## src/rtl/sdclk_pkg.sv

```systemverilog
package sdclk_pkg;

    localparam int REG_W       = 16;
    localparam int PRE_W       = 3;
    localparam int FIN_W       = 2;
    localparam int PRE_MAX     = 4;
    localparam int HS_PRE_MAX  = 1;
    localparam int FIN_SLOW    = 4;
    localparam int FIN_FAST    = 2;
    localparam int MAX_DIV     = (1 << PRE_MAX) * FIN_SLOW;
    localparam int CNT_W       = $clog2(MAX_DIV);

    localparam int FIN_LSB     = 0;
    localparam int PRE_LSB     = 2;
    localparam int STOP_CARD_B = 8;
    localparam int STOP_HS_B   = 9;
    localparam int ERR_B       = 15;

    typedef struct packed {
        logic             stop_hs;
        logic             stop_card;
        logic [PRE_W-1:0] pre;
        logic [FIN_W-1:0] fin;
    } clk_cfg_t;

    function automatic clk_cfg_t reset_cfg(input logic skip);
        clk_cfg_t c;
        c.stop_hs   = 1'b1;
        c.stop_card = 1'b1;
        c.pre       = skip ? PRE_W'(1) : PRE_W'(0);
        c.fin       = FIN_W'(1);
        return c;
    endfunction

    function automatic clk_cfg_t unpack_cfg(input logic [REG_W-1:0] w);
        clk_cfg_t c;
        c.stop_hs   = w[STOP_HS_B];
        c.stop_card = w[STOP_CARD_B];
        c.pre       = w[PRE_LSB +: PRE_W];
        c.fin       = w[FIN_LSB +: FIN_W];
        return c;
    endfunction

    function automatic logic [REG_W-1:0] pack_cfg(input clk_cfg_t c, input logic err);
        logic [REG_W-1:0] w;
        w                        = '0;
        w[STOP_HS_B]             = c.stop_hs;
        w[STOP_CARD_B]           = c.stop_card;
        w[PRE_LSB +: PRE_W]      = c.pre;
        w[FIN_LSB +: FIN_W]      = c.fin;
        w[ERR_B]                 = err;
        return w;
    endfunction

    function automatic logic [CNT_W-1:0] last_count(input clk_cfg_t c);
        int tot;
        tot = (c.fin[0] ? FIN_SLOW : FIN_FAST) << c.pre;
        return CNT_W'(tot - 1);
    endfunction

    function automatic logic [CNT_W-1:0] pre_mask(input clk_cfg_t c);
        return CNT_W'((1 << c.pre) - 1);
    endfunction

endpackage

```

## src/rtl/sdclk_cfg_reg.sv

```systemverilog
module sdclk_cfg_reg
    import sdclk_pkg::*;
(
    input  logic             clk,
    input  logic             rst,
    input  logic             skip,
    input  logic             wr_en,
    input  logic [REG_W-1:0] wr_data,
    output clk_cfg_t         pend,
    output logic             err
);

    clk_cfg_t legal_c;
    logic     legal_e;

    always_comb begin
        legal_c = unpack_cfg(wr_data);
        legal_e = 1'b0;
        if (int'(legal_c.pre) > PRE_MAX) begin
            legal_c.pre = PRE_W'(PRE_MAX);
            legal_e     = 1'b1;
        end
        if (skip && legal_c.pre == '0 && legal_c.fin[0]) begin
            legal_c.pre = PRE_W'(1);
            legal_e     = 1'b1;
        end
    end

    always_ff @(posedge clk) begin
        if (rst) begin
            pend <= reset_cfg(skip);
            err  <= 1'b0;
        end else if (wr_en) begin
            pend <= legal_c;
            err  <= legal_e;
        end
    end

endmodule

```

## src/rtl/sdclk_div_core.sv

```systemverilog
module sdclk_div_core
    import sdclk_pkg::*;
(
    input  logic     clk,
    input  logic     rst,
    input  logic     skip,
    input  clk_cfg_t pend,
    output clk_cfg_t act,
    output logic     wrap,
    output logic     card_ce,
    output logic     hs_ce
);

    logic [CNT_W-1:0] cnt;
    logic [CNT_W-1:0] mask;
    logic             hs_tick;

    assign mask    = pre_mask(act);
    assign wrap    = (cnt == last_count(act));
    assign hs_tick = ((cnt & mask) == mask);
    assign card_ce = wrap && !act.stop_card;
    assign hs_ce   = hs_tick && !act.stop_hs && (int'(act.pre) <= HS_PRE_MAX);

    always_ff @(posedge clk) begin
        if (rst) begin
            cnt <= '0;
            act <= reset_cfg(skip);
        end else if (wrap) begin
            cnt <= '0;
            act <= pend;
        end else begin
            cnt <= cnt + CNT_W'(1);
        end
    end

endmodule

```

## src/rtl/sd_clkgen.sv

```systemverilog
module sd_clkgen
    import sdclk_pkg::*;
(
    input  logic        clk,
    input  logic        rst,
    input  logic        skip_fastest,
    input  logic        wr_en,
    input  logic [15:0] wr_data,
    output logic [15:0] rd_data,
    output logic        card_ce,
    output logic        hs_ce
);

    clk_cfg_t pend_cfg;
    clk_cfg_t act_cfg;
    logic     cfg_err;
    logic     wrap;

    sdclk_cfg_reg i_cfg (
        .clk     (clk),
        .rst     (rst),
        .skip    (skip_fastest),
        .wr_en   (wr_en),
        .wr_data (wr_data),
        .pend    (pend_cfg),
        .err     (cfg_err)
    );

    sdclk_div_core i_core (
        .clk     (clk),
        .rst     (rst),
        .skip    (skip_fastest),
        .pend    (pend_cfg),
        .act     (act_cfg),
        .wrap    (wrap),
        .card_ce (card_ce),
        .hs_ce   (hs_ce)
    );

    assign rd_data = pack_cfg(pend_cfg, cfg_err);

endmodule

```

## config.mk

```make
export PLATFORM = sky130hd
export DESIGN_NAME = sd_clkgen
export DESIGN_NICKNAME = d
export VERILOG_FILES = /design/src/rtl/sdclk_pkg.sv /design/src/rtl/sdclk_cfg_reg.sv /design/src/rtl/sdclk_div_core.sv /design/src/rtl/sd_clkgen.sv
export SDC_FILE = /design/constraint.sdc
export NUM_CORES = 1
export LEC_CHECK = 0
export BUFFER_PORTS_ARGS = -buffer_cell sky130_fd_sc_hd__buf_2
export CORE_MARGIN = 4
export CORE_UTILIZATION = 35
export CTS_CLUSTER_DIAMETER = 100
export DETAILED_ROUTE_END_ITERATION = 16
export MAX_ROUTING_LAYER = met4
export PLACE_DENSITY_LB_ADDON = 0.15
export SETUP_SLACK_MARGIN = 0.2
export SYNTH_ARGS = -nofsm -noshare
export SYNTH_HDL_FRONTEND = slang
export SYNTH_SLANG_ARGS = --single-unit
```

## constraint.sdc

```tcl
create_clock -name clk -period 3.3 [get_ports clk]
set_input_delay 0.66 -clock clk [delete_from_list [all_inputs] [get_ports clk]]
set_output_delay 0.66 -clock clk [all_outputs]
set_load 0.005 [all_outputs]
```

# Word level (Yosys, flattened, before mapping)
# Index checks and enable logic that the tools add are counted.
[word_totals] reg_bits=21 latchBits=0 ram_bits=0 romBits=0 input_bits=20 out_inout_bits=18 n_memories=0
[classes] add_sub_neg=3 n_mul=0 div=0 magnitude_cmp=2 n_eq_ne=2 shift=2 n_mux=10 bitwise=1 n_reduce_logical=11
[op_table] operator="$shl A32 B3 Y6" n=1
[op_table] operator="$mux W5" n=4
[op_table] operator="$eq A6 B6 Y1" n=2
[op_table] operator="$sub A6 B2 Y6 const B" n=2
[op_table] operator="$mux W3" n=3
[op_table] operator="$add A6 B1 Y6 const B" n=1
[op_table] operator="$and A6 B6 Y6" n=1
[op_table] operator="$shl A1 B3 Y6 const A" n=1
[op_table] operator="$logic_and A1 B1 Y1" n=5
[op_table] operator="$reduce_bool A2 Y1" n=2
[op_table] operator="$gt A3 B3 Y1 const B" n=1
[op_table] operator="$le A3 B1 Y1 const B" n=1
[op_table] operator="$logic_not A3 Y1" n=1
[op_table] operator="$mux W1" n=3
[op_table] operator="$logic_not A1 Y1" n=2
[op_table] operator="$reduce_or A2 Y1" n=1

# Depth between registers and ports, before layout
# Gate-level depths: netlist of the first run.
[logic_depth] depth_word=8 depth_mapped=10

# By module
# Synthesis of the first run repeated with hierarchy kept, for this count alone.
[hier_totals] hier_cells=131 area_unflattened_um2=1291.2
[by_module_without_submodules] mod="sdclk_div_core" n_inst=1 cells_each=91 area_each_um2=862.1
[by_module_without_submodules] mod="sdclk_cfg_reg" n_inst=1 cells_each=30 area_each_um2=357.8
[by_module_without_submodules] mod="sd_clkgen" n_inst=1 cells_each=10 area_each_um2=71.3

# Least setup slack after synthesis of the first run
# No wires, ideal clock.
[synth_timing] path_kind="register to output" startpoint="reg i_core.act[2] (netlist name)" endpoint="out card_ce" t_arrival_ns=2.430 required_ns=2.640 path_slack_ns=0.210 stages_incl_launch_ff=11 path_buffers=0 path_cell_list="edfxtp_1 inv_1 ha_1 nor3b_1 inv_1 ha_1 xnor2_1 or3_4 a211oi_4 nand3_4 nor2_1"
[synth_via] elab_chain_cells=4
[synth_lines] element="start: declaration" line="sdclk_div_core.sv:8" rtl="output clk_cfg_t act,"
[synth_lines] element="start signal: assignment" line="sdclk_div_core.sv:27" rtl="act <= reset_cfg(skip);"
[synth_lines] element="start signal: assignment" line="sdclk_div_core.sv:30" rtl="act <= pend;"
[synth_lines] element="$shl A32 B3 Y6" line="sdclk_pkg.sv:57" rtl="tot = (c.fin[0] ? FIN_SLOW : FIN_FAST) << c.pre;"
[synth_lines] element="$sub A6 B2 Y6" line="sdclk_pkg.sv:58" rtl="return CNT_W'(tot - 1);"
[synth_lines] element="$eq A6 B6 Y1" line="sdclk_div_core.sv:19" rtl="assign wrap = (cnt == last_count(act));"
[synth_lines] element="$logic_and A1 B1 Y1" line="sdclk_div_core.sv:21" rtl="assign card_ce = wrap && !act.stop_card;"
[synth_lines] element="end: declaration" line="sd_clkgen.sv:10" rtl="output logic card_ce,"
# Every way passes these cells.

# Worst setup path after layout of the first run
# Same ends and word-level chain as after synthesis.

==> impl_metrics.csv, run 1 <==
group,metric,value,unit
pwr,pwr_density_cell,365,nW/um^2
synth,synth_flop_cell,"dfxtp_1",
synth,async_reset_ff_share,0,%
setup_path,reg2reg_to,"i_core.act[2]",
route,wl_met1,1080,um
global_route,grt-ovfl-total,0,
setup_path,r2r_start,"i_core.act[2]",
clocking,cts_buffer_depth,2,
synth,synth_edf_count,6,
cells_and_area,multiInputGateArea,741,sq um
route,wl_per_cell,11.9,um
route,drc_errors,0,
clocking,cts_buffers,3,
synth,syn_area_per_cell,9.75,sq um
cells_and_area,fin_nets,183,
floorplan,coreArea,3420,sq um
sta,finalCritPeriodShare,95.0,%
floorplan,pin_count,38,
clocking,clkLatencyLatePin,0.29,ns
pwr,p_leak,0.653,nW
synth,syn_inst,129,
sta,setup_tns,0,ns
sta,finalMaxSlewViolations,0,
setup_path,timing.reg2reg.setup_slack,0.64,ns
setup_path,worstSetupEndpoint,"card_ce",
placed_design,gp_congestion,0.791,
setup_path,endpoint_kind,"output pin",
cells_and_area,area_growth,21.2,%
synth,synth_cell_type_count,43,
sta,rsz0062_at_grt,"true",
route,ant_nets,0,
cells_and_area,final_cells,203,
setup_path,crit_arrival,2.47,ns
setup_path,crit_type,"flop to output pin",
setup_path,critPathLaunchType,"flop",
route,vias,954,
flow_run,maxCapViolCount,0,
min_path,hp-class,"flop to flop",
sta,fin_hold_ws,0.492,ns
synth,syn_area,1260,sq um
sta,finalHoldViolCount,0,
pwr,power.total,0.000556,W
route,drt_iter0_drc,15,
sta,fmaxAchievable,0.319,GHz
floorplan,die-width,67.9,um
route,wl_met3,101,um
cells_and_area,antenna_cells,0,
pwr,vdd_drop_max,0.216,mV
route,wl,2410,um
floorplan,rows,21,
setup_path,r2r.worst_path.cells,11,
setup_path,startpoint,"i_core.act[2]",
cells_and_area,nFillCells,345,
floorplan,die_y,67.9,um
placed_design,port-buffer-count,20,
route,dr.pass1.iters,4,
global_route,antenna_found_initial,0,
sta,final-setup-viol-count,0,
sta,period_needed,3.13,ns
placed_design,place_inst,191,
placed_design,dp_hpwl,1760,um
route,highest_layer,"met4",
floorplan,die-area,4620,sq um
synth,synth_warnings,0,
synth,synth_seq_cells,20,
cells_and_area,drive_gt1_share,33.1,%
clocking,clockRootBuffer,"clkbuf_4",
route,viasPerCell,4.70,
sta,skew,0.00201,ns
global_route,grt_usage,12.4,%
sta,finalWorstSetupSlack,0.166,ns
global_route,grt_max_degree,28,
setup_path,worstPathMaxFanout,2,
synth,yosysSeqAreaShare,36.6,%
clocking,cts_tree,"yes",
global_route,grt_pass1_vias,982,
clocking,cts_num_sinks,20,
clocking,h-tree-depth,1,
clocking,clk_pin_slew,0.11,ns
placed_design,post-place-ws,0.222,ns
route,wl_met2,1210,um
cells_and_area,register_area,460,sq um
global_route,grt_first_pass_wirelength,4280,um
outcome,status,"complete, no violations",
min_path,hp-start,"i_cfg.err",
floorplan,start_util,36.8,%
setup_path,required,2.64,ns
## kinds of logic after synthesis
family          synth area share [%]
compound gates                  13.9
xor+xnor                        8.06
fa+ha+maj                       4.98
buf+inv                         10.4
flops                           36.6
mux                             3.98
other cells                    0.298
simple gates                    21.7
## cells in the final DEF, fill, tap and decap left out, drive strengths merged, types with 2 or more instances in the layout
master	count
a211o	3
a211oi	2
a21oi	2
a311oi	5
and3	2
buf	32
clkbuf	3
conb	8
dfxtp	14
edfxtp	6
ha	5
inv	6
mux2i	5
nand2	8
nand3	3
nor2	14
nor2b	4
nor3b	6
o211ai	2
o21ai	3
o22ai	2
xnor2	4
xor2	4
## where the power goes
part | leakage, nW | switching, W | internal, W
registers | 0.178 | 0.0000106 | 0.000266
logic | 0.447 | 0.0000449 | 0.0000406
clock network | 0.0279 | 0.0000718 | 0.000123
## area by class of cell
type	instances	share of cell area, %
Timing Repair Buffer	32	12.5
Sequential cell	20	30.2
Clock buffer	3	1.48
Inverter	6	1.48
Clock inverter	1	1.97
Tap cell	46	3.78
Multi-Input combinational cell	95	48.6
## per-layer routing
| layer | vias to the layer above | track usage, % |
|---|---|---|
| li1 | 495 | - |
| met1 | 437 | 14.8 |
| met2 | 20 | 21.5 |
| met3 | 2 | 0.985 |
| met4 | 0 | 5.21 |
| met5 | - | - |
## worst min path at each step
stage	end	cells after the start	slack, ns
after floorplan	i_core.cnt[0]	1	0.44
after global placement	i_core.cnt[0]	1	0.46
after detailed placement	i_cfg.err	2	0.48
after CTS	i_cfg.err	2	0.50
after global routing	i_cfg.err	2	0.54
final	i_cfg.err	2	0.49
## cell usage after synthesis (3+ instances only)
cell      count  area, sq um
nor3b_1       4         30.0
nor2b_1       4         25.0
o21ai_0       3         15.0
dfxtp_1      14          280
buf_4         9         67.6
clkbuf_1      4         15.0
nor2_1       14         52.6
xnor2_1       4         35.0
nand2_1       8         30.0
mux2i_1       5         50.1
edfxtp_1      6          180
inv_1         6         22.5
a211o_1       3         26.3
a311oi_1      5         43.8
xor2_1        3         26.3
ha_1          5         62.6
## critical path, stage by stage, from the launching register on
cell      delay [ns]
edfxtp_1        0.42
inv_2           0.10
ha_4            0.13
nor3b_4         0.21
inv_2           0.06
ha_4            0.17
xnor2_2         0.13
or3_4           0.34
a211oi_4        0.31
nand3_4         0.11
nor2_2          0.09
buf_2           0.11
## per-stage QoR
| step | cell area [sq um] | util [%] |
|---|---|---|
| 6_report | 1520 | 44.6 |
| 5_1_grt | 1520 | 44.6 |
| 4_1_cts | 1490 | 43.5 |
| 3_5_place_dp | 1360 | 39.9 |
| 3_3_place_gp | 1360 | 39.9 |
| 2_1_floorplan | 1280 | - |
## timing repair
| item | in CTS | in global routing |
|---|---|---|
| buffers inserted | 6 | 2 |
| pin swaps | 3 | 2 |
| hold buffers | 0 | 0 |
| resized for setup | 6 | 6 |
| setup endpoints to repair | 1 | 1 |
## sequential cells by signal, summed over array words and instances (netlist names)
name        count
i_cfg.pend      7
i_core.act      6
i_core.cnt      6
i_cfg.err       1
(Power assumes the default switching activity.)
==> inputs of run 2 (changes only) <==
--- a/config.mk
+++ b/config.mk
@@ -12,6 +12,7 @@
 export DETAILED_ROUTE_END_ITERATION = 16
 export MAX_ROUTING_LAYER = met4
 export PLACE_DENSITY_LB_ADDON = 0.15
+export RECOVER_POWER = 25
 export SETUP_SLACK_MARGIN = 0.2
 export SYNTH_ARGS = -nofsm -noshare
 export SYNTH_HDL_FRONTEND = slang
==> run 2 against run 1 <==
Against the previous run:
- final cell count is the same
- fmax is the same
- sequential share of layout area is essentially flat
- combinational power is essentially flat
- global-route usage is the same
- register-to-register slack is essentially flat
- largest cell class unchanged
- hold slack is the same
- clock skew is the same
- sequential power is essentially flat
- critical path depth is the same
- critical endpoint unchanged
- non-clock buffer count is the same
- worst setup slack is the same
==> impl_metrics.csv, run 2 (synthesized netlist as in run 1, its figures left out) <==
group,metric,value,unit
floorplan,pin_count,38,
route,viasPerCell,4.70,
cells_and_area,mostFrequentLayoutCell,"buf_2",
cells_and_area,nFillCells,346,
flow_run,maxCapViolCount,0,
pwr,pwr_density_cell,365,nW/um^2
global_route,grt_first_pass_wirelength,4280,um
cells_and_area,regMostFlops,"i_cfg.pend",
cells_and_area,drive_gt1_share,32.5,%
setup_path,required,2.64,ns
global_route,grt_usage,12.4,%
route,vias,954,
sta,rsz0062_at_grt,"true",
setup_path,crit_arrival,2.47,ns
cells_and_area,fin_nets,183,
floorplan,die_y,67.9,um
sta,skew,0.00201,ns
cells_and_area,final_cell_mix,"buf_2, dfxtp_1, nor2_1, buf_4",
route,ant_nets,0,
placed_design,place_area,1360,sq um
cells_and_area,largestRegisters,"i_cfg.pend: 7 flops, i_core.act: 6 flops, i_core.cnt: 6 flops",
setup_path,startpoint,"i_core.act[2]",
cells_and_area,multiInputGateArea,741,sq um
sta,setup_tns,0,ns
floorplan,rows,21,
clocking,cts_hold_buf,0,
clocking,clk_pin_slew,0.11,ns
route,wl,2410,um
clocking,clkLatencyLatePin,0.29,ns
setup_path,worstSetupEndpoint,"card_ce",
cells_and_area,largest_register_ffs,7,
clocking,clockRootBuffer,"clkbuf_4",
sta,finalHoldViolCount,0,
clocking,cts_buffers,3,
setup_path,r2r.worst_path.cells,11,
floorplan,start_util,36.8,%
clocking,h-tree-depth,1,
sta,fmaxAchievable,0.319,GHz
setup_path,timing.reg2reg.setup_slack,0.64,ns
sta,relSlewSlack,27.5,%
route,drc_errors,0,
floorplan,die-width,67.9,um
cells_and_area,postLayoutCoreUtil,44.6,%
global_route,grt_max_degree,28,
setup_path,worstPathMaxFanout,2,
setup_path,endpoint_kind,"output pin",
sta,period_needed,3.13,ns
route,drt_iter0_drc,15,
setup_path,reg2reg_to,"i_core.act[2]",
placed_design,dp_hpwl,1760,um
pwr,vdd_drop_max,0.216,mV
setup_path,critPathLaunchType,"flop",
global_route,grt_pass1_vias,982,
sta,finalCritPeriodShare,95.0,%
floorplan,die-area,4620,sq um
route,dr.pass1.iters,4,
global_route,grt-ovfl-total,0,
setup_path,crit_type,"flop to output pin",
global_route,antenna_found_initial,0,
sta,final-setup-viol-count,0,
outcome,status,"complete, no violations",
cells_and_area,area_growth,21.1,%
cells_and_area,antenna_cells,0,
min_path,hp-class,"flop to flop",
sta,worst_slew_pin_slew,1.09,ns
pwr,p_leak,0.650,nW
clocking,cts_buffer_depth,2,
cells_and_area,register_area,460,sq um
pwr,power.total,0.000556,W
placed_design,port-buffer-count,20,
placed_design,gp_congestion,0.791,
setup_path,r2r_start,"i_core.act[2]",
floorplan,coreArea,3420,sq um
clocking,cts_num_sinks,20,
clocking,cts_tree,"yes",
cells_and_area,design_area,1520,sq um
sta,finalMaxSlewViolations,0,
route,wl_per_cell,11.9,um
==> run 2: per-stage QoR <==
step / std cells / setup WS (ns) / hold WS, ns
floorplan: 136 / 0.210 / 0.437
global placement: 191 / 0.266 / 0.465
detailed placement: 191 / 0.222 / 0.479
CTS: 201 / 0.163 / 0.497
global route: 203 / 0.00281 / 0.545
finish: 203 / 0.166 / 0.492
==> run 2: layout make-up <==
cell class	instances	area share, %
sequential	20	30.2
inverter	6	1.48
timing repair buffer	32	12.4
clock inverter	1	1.97
clock buffer	3	1.48
multi-input combinational	95	48.6
tap	46	3.78
==> run 2: power by group <==
part           switching [W]  internal (W)  total [W]  leakage, nW
combinational      0.0000449     0.0000405  0.0000854        0.444
clock              0.0000718      0.000123   0.000194       0.0279
sequential         0.0000106      0.000266   0.000276        0.178
total               0.000127      0.000429   0.000556        0.650
==> run 2: how the worst min path moves through the flow <==
stage | from | depth (start not counted) | end | slack, ns
floorplan | i_core.cnt[0] | 1 | i_core.cnt[0] | 0.44
global placement | i_core.cnt[0] | 1 | i_core.cnt[0] | 0.46
detailed placement | i_cfg.err | 2 | i_cfg.err | 0.48
CTS | i_cfg.err | 2 | i_cfg.err | 0.50
global route | i_cfg.err | 2 | i_cfg.err | 0.54
finish | i_cfg.err | 2 | i_cfg.err | 0.49
==> run 2: critical path: stages, from the launching register on <==
cell	delay, ns
edfxtp_1	0.42
inv_2	0.10
ha_4	0.13
nor3b_4	0.21
inv_2	0.06
ha_4	0.17
xnor2_2	0.13
or3_4	0.34
a211oi_4	0.31
nand3_4	0.11
nor2_2	0.09
buf_2	0.11
==> run 2: per-layer routing <==
metal / routed length, um / vias to the layer above / track usage (%)
met5: 0 / - / -
met4: 21 / 0 / 5.21
met3: 102 / 2 / 0.985
met2: 1210 / 20 / 21.5
met1: 1080 / 437 / 14.8
li1: - / 495 / -
==> run 2: what timing repair did <==
item                       CTS  global route
buffers inserted             6             2
resized for setup            6             6
pin swaps                    3             2
setup endpoints to repair    1             1
